### config.mk
export PLATFORM = sky130hd
export DESIGN_NAME = spi_reg_slave
export DESIGN_NICKNAME = d
export VERILOG_FILES = /design/src/rtl/spi_reg_pkg.sv /design/src/rtl/spi_sync.sv /design/src/rtl/spi_regfile.sv /design/src/rtl/spi_frame.sv /design/src/rtl/spi_reg_slave.sv
export SDC_FILE = /design/constraint.sdc
export NUM_CORES = 2
export LEC_CHECK = 0
export BUFFER_PORTS_ARGS = -buffer_cell sky130_fd_sc_hd__buf_2
export CORE_MARGIN = 2
export CORE_UTILIZATION = 40
export CTS_BUF_LIST = sky130_fd_sc_hd__clkbuf_16
export CTS_CLUSTER_SIZE = 12
export DETAILED_ROUTE_END_ITERATION = 7
export GPL_ROUTABILITY_DRIVEN = 0
export PLACE_DENSITY = 0.53
export SLEW_MARGIN = 10
export SYNTH_ARGS = -nofsm -noshare
export SYNTH_HDL_FRONTEND = slang
export SYNTH_SLANG_ARGS = --single-unit
### constraint.sdc
create_clock -name clk_i -period 2.6 [get_ports clk_i]
set_clock_uncertainty 0.15 [all_clocks]
set_input_delay 0.13 -clock clk_i [delete_from_list [all_inputs] [get_ports clk_i]]
set_output_delay 0.13 -clock clk_i [all_outputs]
set_load 0.005 [all_outputs]
### src/rtl/spi_reg_pkg.sv
package spi_reg_pkg;
  localparam int CMD_W  = 16;
  localparam int DATA_W = 16;
  localparam int ADDR_W = 6;

  typedef enum logic [1:0] {K_NONE, K_MEAS, K_REG, K_BAD} cmd_kind_e;

  typedef struct packed {
    logic       sel;
    logic [1:0] axis;
    logic [3:0] rsv;
    logic       pd;
  } meas_cmd_t;

  typedef struct packed {
    logic       wr;
    logic       page;
    logic [5:0] addr;
  } reg_cmd_t;

  function automatic cmd_kind_e classify(input logic [CMD_W-1:0] c);
    if (c[15:8] == 8'h00) return K_REG;
    if (c[7:0] != 8'h00 || !c[15]) return K_BAD;
    return K_MEAS;
  endfunction
endpackage

### src/rtl/spi_sync.sv
module spi_sync #(
  parameter int         W       = 3,
  parameter int         STAGES  = 2,
  parameter logic [W-1:0] RST_VAL = '0
) (
  input  logic         clk_i,
  input  logic         rst_ni,
  input  logic [W-1:0] async_i,
  output logic [W-1:0] sync_o
);
  logic [W-1:0] stg_q [STAGES];

  for (genvar s = 0; s < STAGES; s++) begin : g_stage
    always_ff @(posedge clk_i or negedge rst_ni) begin
      if (!rst_ni) stg_q[s] <= RST_VAL;
      else if (s == 0) stg_q[s] <= async_i;
      else stg_q[s] <= stg_q[(s == 0) ? 0 : s-1];
    end
  end

  assign sync_o = stg_q[STAGES-1];
endmodule

### src/rtl/spi_regfile.sv
module spi_regfile #(
  parameter int DATA_W = 16,
  parameter int ADDR_W = 6,
  parameter int PAGES  = 2
) (
  input  logic                clk_i,
  input  logic                rst_ni,
  input  logic                wr_en_i,
  input  logic [ADDR_W:0]     wr_addr_i,
  input  logic [DATA_W-1:0]   wr_data_i,
  input  logic [ADDR_W:0]     rd_addr_i,
  output logic [DATA_W-1:0]   rd_data_o,
  input  logic [ADDR_W:0]     loc_addr_i,
  output logic [DATA_W-1:0]   loc_rdata_o
);
  localparam int DEPTH = PAGES << ADDR_W;

  logic [DATA_W-1:0] mem_q [DEPTH];

  always_ff @(posedge clk_i or negedge rst_ni) begin
    if (!rst_ni) begin
      for (int i = 0; i < DEPTH; i++) mem_q[i] <= DATA_W'(i);
    end else if (wr_en_i) begin
      mem_q[wr_addr_i] <= wr_data_i;
    end
  end

  assign rd_data_o   = mem_q[rd_addr_i];
  assign loc_rdata_o = mem_q[loc_addr_i];

  assert_write_lands_R3: assert property (@(posedge clk_i) disable iff (!rst_ni)
    wr_en_i |=> mem_q[$past(wr_addr_i)] == $past(wr_data_i));

  assert_other_page_kept_R9: assert property (@(posedge clk_i) disable iff (!rst_ni)
    wr_en_i |=> $stable(mem_q[{~$past(wr_addr_i[ADDR_W]), $past(wr_addr_i[ADDR_W-1:0])}]));
endmodule

### src/rtl/spi_frame.sv
module spi_frame
  import spi_reg_pkg::*;
#(
  parameter int DATA_W = spi_reg_pkg::DATA_W,
  parameter int ADDR_W = spi_reg_pkg::ADDR_W
) (
  input  logic              clk_i,
  input  logic              rst_ni,
  input  logic              cs_s_i,
  input  logic              sclk_s_i,
  input  logic              mosi_s_i,
  output logic [ADDR_W:0]   rd_addr_o,
  input  logic [DATA_W-1:0] rd_data_i,
  output logic              wr_en_o,
  output logic [ADDR_W:0]   wr_addr_o,
  output logic [DATA_W-1:0] wr_data_o,
  output logic              miso_o,
  output logic              meas_start_o,
  output logic [1:0]        meas_axis_o,
  output logic              meas_pd_o,
  output logic              err_o
);
  localparam int FRAME_BITS = 2 * DATA_W;
  localparam int CNT_W      = $clog2(FRAME_BITS + 2);
  localparam logic [CNT_W-1:0] CNT_CMD_LAST = CNT_W'(DATA_W - 1);
  localparam logic [CNT_W-1:0] CNT_CMD      = CNT_W'(DATA_W);
  localparam logic [CNT_W-1:0] CNT_FULL     = CNT_W'(FRAME_BITS);
  localparam logic [CNT_W-1:0] CNT_OVER     = CNT_W'(FRAME_BITS + 1);

  logic              sclk_d_q, cs_d_q;
  logic              sclk_rise, sclk_fall, cs_fall, cs_rise;
  logic [CNT_W-1:0]  cnt_q;
  logic [DATA_W-1:0] sh_q, tx_q, cmd_next;
  cmd_kind_e         kind_q, kind_next;
  reg_cmd_t          rcmd_q, rc;
  meas_cmd_t         mc;
  logic              miso_q, cmd_done;

  always_ff @(posedge clk_i or negedge rst_ni) begin
    if (!rst_ni) begin
      sclk_d_q <= 1'b0;
      cs_d_q   <= 1'b1;
    end else begin
      sclk_d_q <= sclk_s_i;
      cs_d_q   <= cs_s_i;
    end
  end

  assign sclk_rise = sclk_s_i & ~sclk_d_q & ~cs_s_i;
  assign sclk_fall = ~sclk_s_i & sclk_d_q & ~cs_s_i;
  assign cs_fall   = ~cs_s_i & cs_d_q;
  assign cs_rise   = cs_s_i & ~cs_d_q;

  assign cmd_next  = {sh_q[DATA_W-2:0], mosi_s_i};
  assign kind_next = classify(cmd_next);
  assign mc        = cmd_next[15:8];
  assign rc        = cmd_next[7:0];
  assign cmd_done  = sclk_rise && (cnt_q == CNT_CMD_LAST);
  assign rd_addr_o = {rc.page, rc.addr};

  // frame shift, count and command latch
  always_ff @(posedge clk_i or negedge rst_ni) begin
    if (!rst_ni) begin
      cnt_q  <= '0;
      sh_q   <= '0;
      tx_q   <= '0;
      kind_q <= K_NONE;
      rcmd_q <= '0;
      miso_q <= 1'b0;
    end else if (cs_fall) begin
      cnt_q  <= '0;
      kind_q <= K_NONE;
      miso_q <= 1'b0;
    end else if (sclk_rise) begin
      sh_q <= cmd_next;
      if (cnt_q != CNT_OVER) cnt_q <= cnt_q + 1'b1;
      if (cmd_done) begin
        kind_q <= kind_next;
        rcmd_q <= rc;
        tx_q   <= rd_data_i;
      end
    end else if (sclk_fall && kind_q == K_REG && !rcmd_q.wr && cnt_q >= CNT_CMD) begin
      miso_q <= tx_q[DATA_W-1];
      tx_q   <= {tx_q[DATA_W-2:0], 1'b0};
    end
  end

  // strobes and write commit
  always_ff @(posedge clk_i or negedge rst_ni) begin
    if (!rst_ni) begin
      meas_start_o <= 1'b0;
      meas_axis_o  <= '0;
      meas_pd_o    <= 1'b0;
      err_o        <= 1'b0;
      wr_en_o      <= 1'b0;
      wr_addr_o    <= '0;
      wr_data_o    <= '0;
    end else begin
      meas_start_o <= cmd_done && kind_next == K_MEAS;
      err_o        <= cmd_done && kind_next == K_BAD;
      if (cmd_done && kind_next == K_MEAS) begin
        meas_axis_o <= mc.axis;
        meas_pd_o   <= mc.pd;
      end
      wr_en_o   <= cs_rise && cnt_q == CNT_FULL && kind_q == K_REG && rcmd_q.wr;
      wr_addr_o <= {rcmd_q.page, rcmd_q.addr};
      wr_data_o <= sh_q;
    end
  end

  assign miso_o = ~cs_s_i & miso_q;

  assert_cnt_bounded_R4: assert property (@(posedge clk_i) disable iff (!rst_ni)
    cnt_q <= CNT_OVER);

  assert_start_after_cmd_R7: assert property (@(posedge clk_i) disable iff (!rst_ni)
    meas_start_o |-> (cnt_q == CMD_BITS_CHK()));

  assert_start_single_R7: assert property (@(posedge clk_i) disable iff (!rst_ni)
    meas_start_o |=> !meas_start_o);

  assert_err_excl_R8: assert property (@(posedge clk_i) disable iff (!rst_ni)
    err_o |-> (!meas_start_o && kind_q == K_BAD));

  assert_write_only_full_R4: assert property (@(posedge clk_i) disable iff (!rst_ni)
    wr_en_o |-> ($past(cnt_q) == CNT_FULL && cs_s_i));

  function automatic logic [CNT_W-1:0] CMD_BITS_CHK();
    return CNT_CMD;
  endfunction
endmodule

### src/rtl/spi_reg_slave.sv
module spi_reg_slave
  import spi_reg_pkg::*;
#(
  parameter int DATA_W      = spi_reg_pkg::DATA_W,
  parameter int ADDR_W      = spi_reg_pkg::ADDR_W,
  parameter int SYNC_STAGES = 2
) (
  input  logic              clk_i,
  input  logic              rst_ni,
  input  logic              cs_ni,
  input  logic              sclk_i,
  input  logic              mosi_i,
  output logic              miso_o,
  output logic              meas_start_o,
  output logic [1:0]        meas_axis_o,
  output logic              meas_pd_o,
  output logic              err_o,
  input  logic [ADDR_W:0]   loc_addr_i,
  output logic [DATA_W-1:0] loc_rdata_o
);
  logic [2:0]        pins_s;
  logic              wr_en;
  logic [ADDR_W:0]   wr_addr, rd_addr;
  logic [DATA_W-1:0] wr_data, rd_data;

  spi_sync #(.W(3), .STAGES(SYNC_STAGES), .RST_VAL(3'b100)) u_sync (
    .clk_i   (clk_i),
    .rst_ni  (rst_ni),
    .async_i ({cs_ni, sclk_i, mosi_i}),
    .sync_o  (pins_s)
  );

  spi_frame #(.DATA_W(DATA_W), .ADDR_W(ADDR_W)) u_frame (
    .clk_i        (clk_i),
    .rst_ni       (rst_ni),
    .cs_s_i       (pins_s[2]),
    .sclk_s_i     (pins_s[1]),
    .mosi_s_i     (pins_s[0]),
    .rd_addr_o    (rd_addr),
    .rd_data_i    (rd_data),
    .wr_en_o      (wr_en),
    .wr_addr_o    (wr_addr),
    .wr_data_o    (wr_data),
    .miso_o       (miso_o),
    .meas_start_o (meas_start_o),
    .meas_axis_o  (meas_axis_o),
    .meas_pd_o    (meas_pd_o),
    .err_o        (err_o)
  );

  spi_regfile #(.DATA_W(DATA_W), .ADDR_W(ADDR_W), .PAGES(2)) u_regfile (
    .clk_i       (clk_i),
    .rst_ni      (rst_ni),
    .wr_en_i     (wr_en),
    .wr_addr_i   (wr_addr),
    .wr_data_i   (wr_data),
    .rd_addr_i   (rd_addr),
    .rd_data_o   (rd_data),
    .loc_addr_i  (loc_addr_i),
    .loc_rdata_o (loc_rdata_o)
  );
endmodule

==> impl_metrics.tcl <==
set metrics [dict create \
    status "finished with violations" \
    violations "setup timing" \
    cap_violations 0 \
    min-delay-start "u_sync.stg_q[5]" \
    min_period_ns 3.59 \
    grtUsageTotal 0.293 \
    hpwl_mm 284 \
    synth_top_family_by_area "multiplexers" \
    cts_root_buf "clkbuf_16" \
    synth_top_area_cell "dfrtp_1" \
    min_path_cells 0 \
    hold_class "reg -> reg" \
    numCtsBuffers 245 \
    cp_max_fo 3 \
    ys_top_cells_by_area "dfrtp_1, mux4_2, mux2_2" \
    place_area_um2 129000 \
    worst_slack_ns -0.985 \
    grt_pass1_wl_mm 598 \
    grt_pass1_vias 77100 \
    drive_above_1_share 0.697 \
    hold_viol 0 \
    wl_per_cell_um 35.0 \
    leakagePower_nw 62.8 \
    p_per_area_nw_per_um2 574 \
    fmax_ghz 0.279 \
    stdcell_area_um2 140000 \
    finalSetupViolCount 35 \
    fp.dieW_um 536 \
    synthCells 7064 \
    clk_latency_ns 0.96 \
    final_core_util 0.496 \
    synth_top_area_share 0.372 \
    yosysMostFrequentCell "mux2_2" \
    clock_path_buffers 4 \
    antenna_found_initial 9 \
    io_pins 34 \
    area_growth_pct 23.4 \
    dp_cells 11400 \
    io_buffers 33 \
    synthAdderAreaFrac 0.000332 \
    end_kind "output port" \
    required_ns 2.32 \
    maxSlewHeadroom 0.140 \
    cts_tree "built" \
    r2r_end "u_frame.tx_q[4]" \
    crit_type "reg -> out" \
    synth_edf_count 0 \
    nNetsFinal 8097 \
    rows 195 \
    synth.distinct_cells 73 \
    vias 74700 \
    fin_crit_sh 1.38 \
    htreeDepth 4 \
    slew_viol_final 0 \
    r2r_start "u_sync.sync_o[0]" \
    drt-pass1-iter-count 5 \
    synth-main-ff-cell "dfrtp_1" \
    pre_cts_ws_ns -1.12 \
    viasPerCell 6.21 \
    synth_compound_area_frac 0.0210 \
    rsz0062_at_grt "true" \
    coreArea_um2 282000 \
    worst_pin_slew_ns 1.29 \
    antenna_left 0 \
    start_util 0.402 \
    crit_arrival_ns 3.31 \
    finalPower_w 0.0802 \
    yosysWarnings 0 \
    reg2reg_depth 11 \
    cts.sinks 2134 \
    ys_ff_latch 2134 \
    ys_seq_area_frac 0.477 \
    drt_iter0_markers 7142 \
    syn-cell-area_um2 113000 \
    postSynth.asyncResetShare 1.00 \
    overflow 0 \
    synthXorXnorAreaFrac 0.000310 \
    dieArea_um2 287000 \
    chipHeight_um 536 \
    muxShareOfSynthArea 0.453 \
    vdd_drop_max_mv 0.638 \
    reg2reg_slack_ns -0.57 \
    synth-simple-area-share 0.0182 \
    post_synth.cell_area_avg_um2 16.0 \
    syn_nets 7079 \
    path_clk_slew_ns 0.06 \
    instances_no_fill 12000 \
    drc 0 \
    wl_mm 421 \
    grt_max_degree 129 \
    synth_common_cells "mux2_2, dfrtp_1, mux4_2" \
    hold_end "u_sync.sync_o[2]" \
    worst_setup_path_start_kind "flop" \
]
[cell families (layout without fill, tap and decap cells)]
kind of cell / count (synthesis) / count (layout)
other: 0 / 8
adder cells (fa/ha/maj): 3 / 3
XOR/XNOR: 4 / 4
buffers and inverters: 733 / 1956
flip-flops: 2134 / 2134
multiplexers: 3420 / 3420
AO/OA/AOI/OAI: 336 / 336
AND/OR/NAND/NOR: 434 / 434
[flip-flops by register name (all words and copies together), names as in the netlist, 2 cells and up]
register,count
u_sync.sync_o,3
u_frame.wr_addr_o,7
u_frame.rcmd_q,8
u_frame.cnt_q,6
u_frame.meas_axis_o,2
u_frame.wr_data_o,16
u_regfile.mem_q,2048
u_frame.sh_q,16
u_sync.stg_q,3
u_frame.tx_q,16
u_frame.kind_q,2
[power by group]
group,internal [W],switching [W],total (W)
Clock,0.0194,0.0147,0.0341
Combinational,0.00475,0.00766,0.0124
Sequential,0.0333,0.000353,0.0337
Total,0.0575,0.0227,0.0802
[worst max-delay path by stage]
stage | from | end | slack, ns
global route | u_regfile.mem_q[850] | loc_rdata_o[2] | -1.01
CTS | u_regfile.mem_q[1554] | loc_rdata_o[2] | -0.97
finish | u_regfile.mem_q[850] | loc_rdata_o[2] | -0.99
floorplan | u_sync.sync_o[0] | u_frame.tx_q[6] | 0.02
global placement | u_sync.sync_o[0] | u_frame.tx_q[5] | -1.16
detailed placement | u_sync.sync_o[0] | u_frame.tx_q[5] | -1.12
[layer usage]
metal | track usage | wire (µm) | up-vias
met5 | 0 | 0 | -
met1 | 0.412 | 180000 | 41500
li1 | - | - | 29800
met4 | 0.120 | 19700 | 0
met3 | 0.0578 | 30200 | 713
met2 | 0.445 | 191000 | 2720
[what timing repair did]
item | in CTS | in global routing
hold endpoints to repair | 2047 | 0
setup buffers | 70 | 68
gates cloned | 12 | 2
setup endpoints to repair | 42 | 168
hold buffers | 10 | 0
pin swaps | 67 | 67
resized for setup | 294 | 120
[cell type report]
class / instances / area (µm²)
Multi-Input combinational cell: 4197 / 57500
Antenna cell: 8 / 20.0
Inverter: 9 / 43.8
Sequential cell: 2134 / 54000
Clock inverter: 206 / 1570
Clock buffer: 246 / 6160
Fill cell: 23700 / 142000
Timing Repair Buffer: 1495 / 15700
Tap cell: 3743 / 4680
[metrics by stage]
stage | hold WS [ns] | setup TNS (ns)
6_report | 0.205 | -21.48
5_1_grt | 0.209 | -22.80
4_1_cts | 0.175 | -22.59
3_5_place_dp | 0.0896 | -23.25
3_3_place_gp | 0.0885 | -23.09
2_1_floorplan | -0.316 | 0
[worst max-delay path, cell delays in order, from the launching register on]
cell	delay (ns)
dfrtp_1	0.39
mux4_2	0.47
mux4_2	0.59
mux2i_1	0.21
a22o_1	0.21
buf_12	0.15
a221oi_2	0.04
buf_4	0.20
buf_6	0.12
[layout by cell type (no fill, tap or decap), types with 16 or more instances in the layout]
cell | Yosys | final
dfrtp_1 | 1683 | 1661
buf_4 | 27 | 1082
buf_12 | 1 | 303
a22oi_1 | 46 | 29
nand3_1 | 27 | 22
a221oi_1 | 38 | 16
o21ai_1 | 1 | 17
inv_1 | 6 | 70
mux4_2 | 1157 | 1157
dfstp_2 | 451 | 451
bufinv_16 | 0 | 24
o21ai_0 | 56 | 36
nor2_1 | 92 | 34
clkinv_2 | 0 | 44
nand2_1 | 191 | 180
buf_2 | 165 | 23
dfrtp_4 | 0 | 21
mux2i_1 | 187 | 163
nor2_2 | 0 | 53
clkinv_1 | 0 | 61
mux2_2 | 2076 | 2069
a21oi_1 | 53 | 36
buf_6 | 33 | 45
a22oi_2 | 0 | 17
clkbuf_16 | 0 | 248
(Power assumes the default switching activity.)
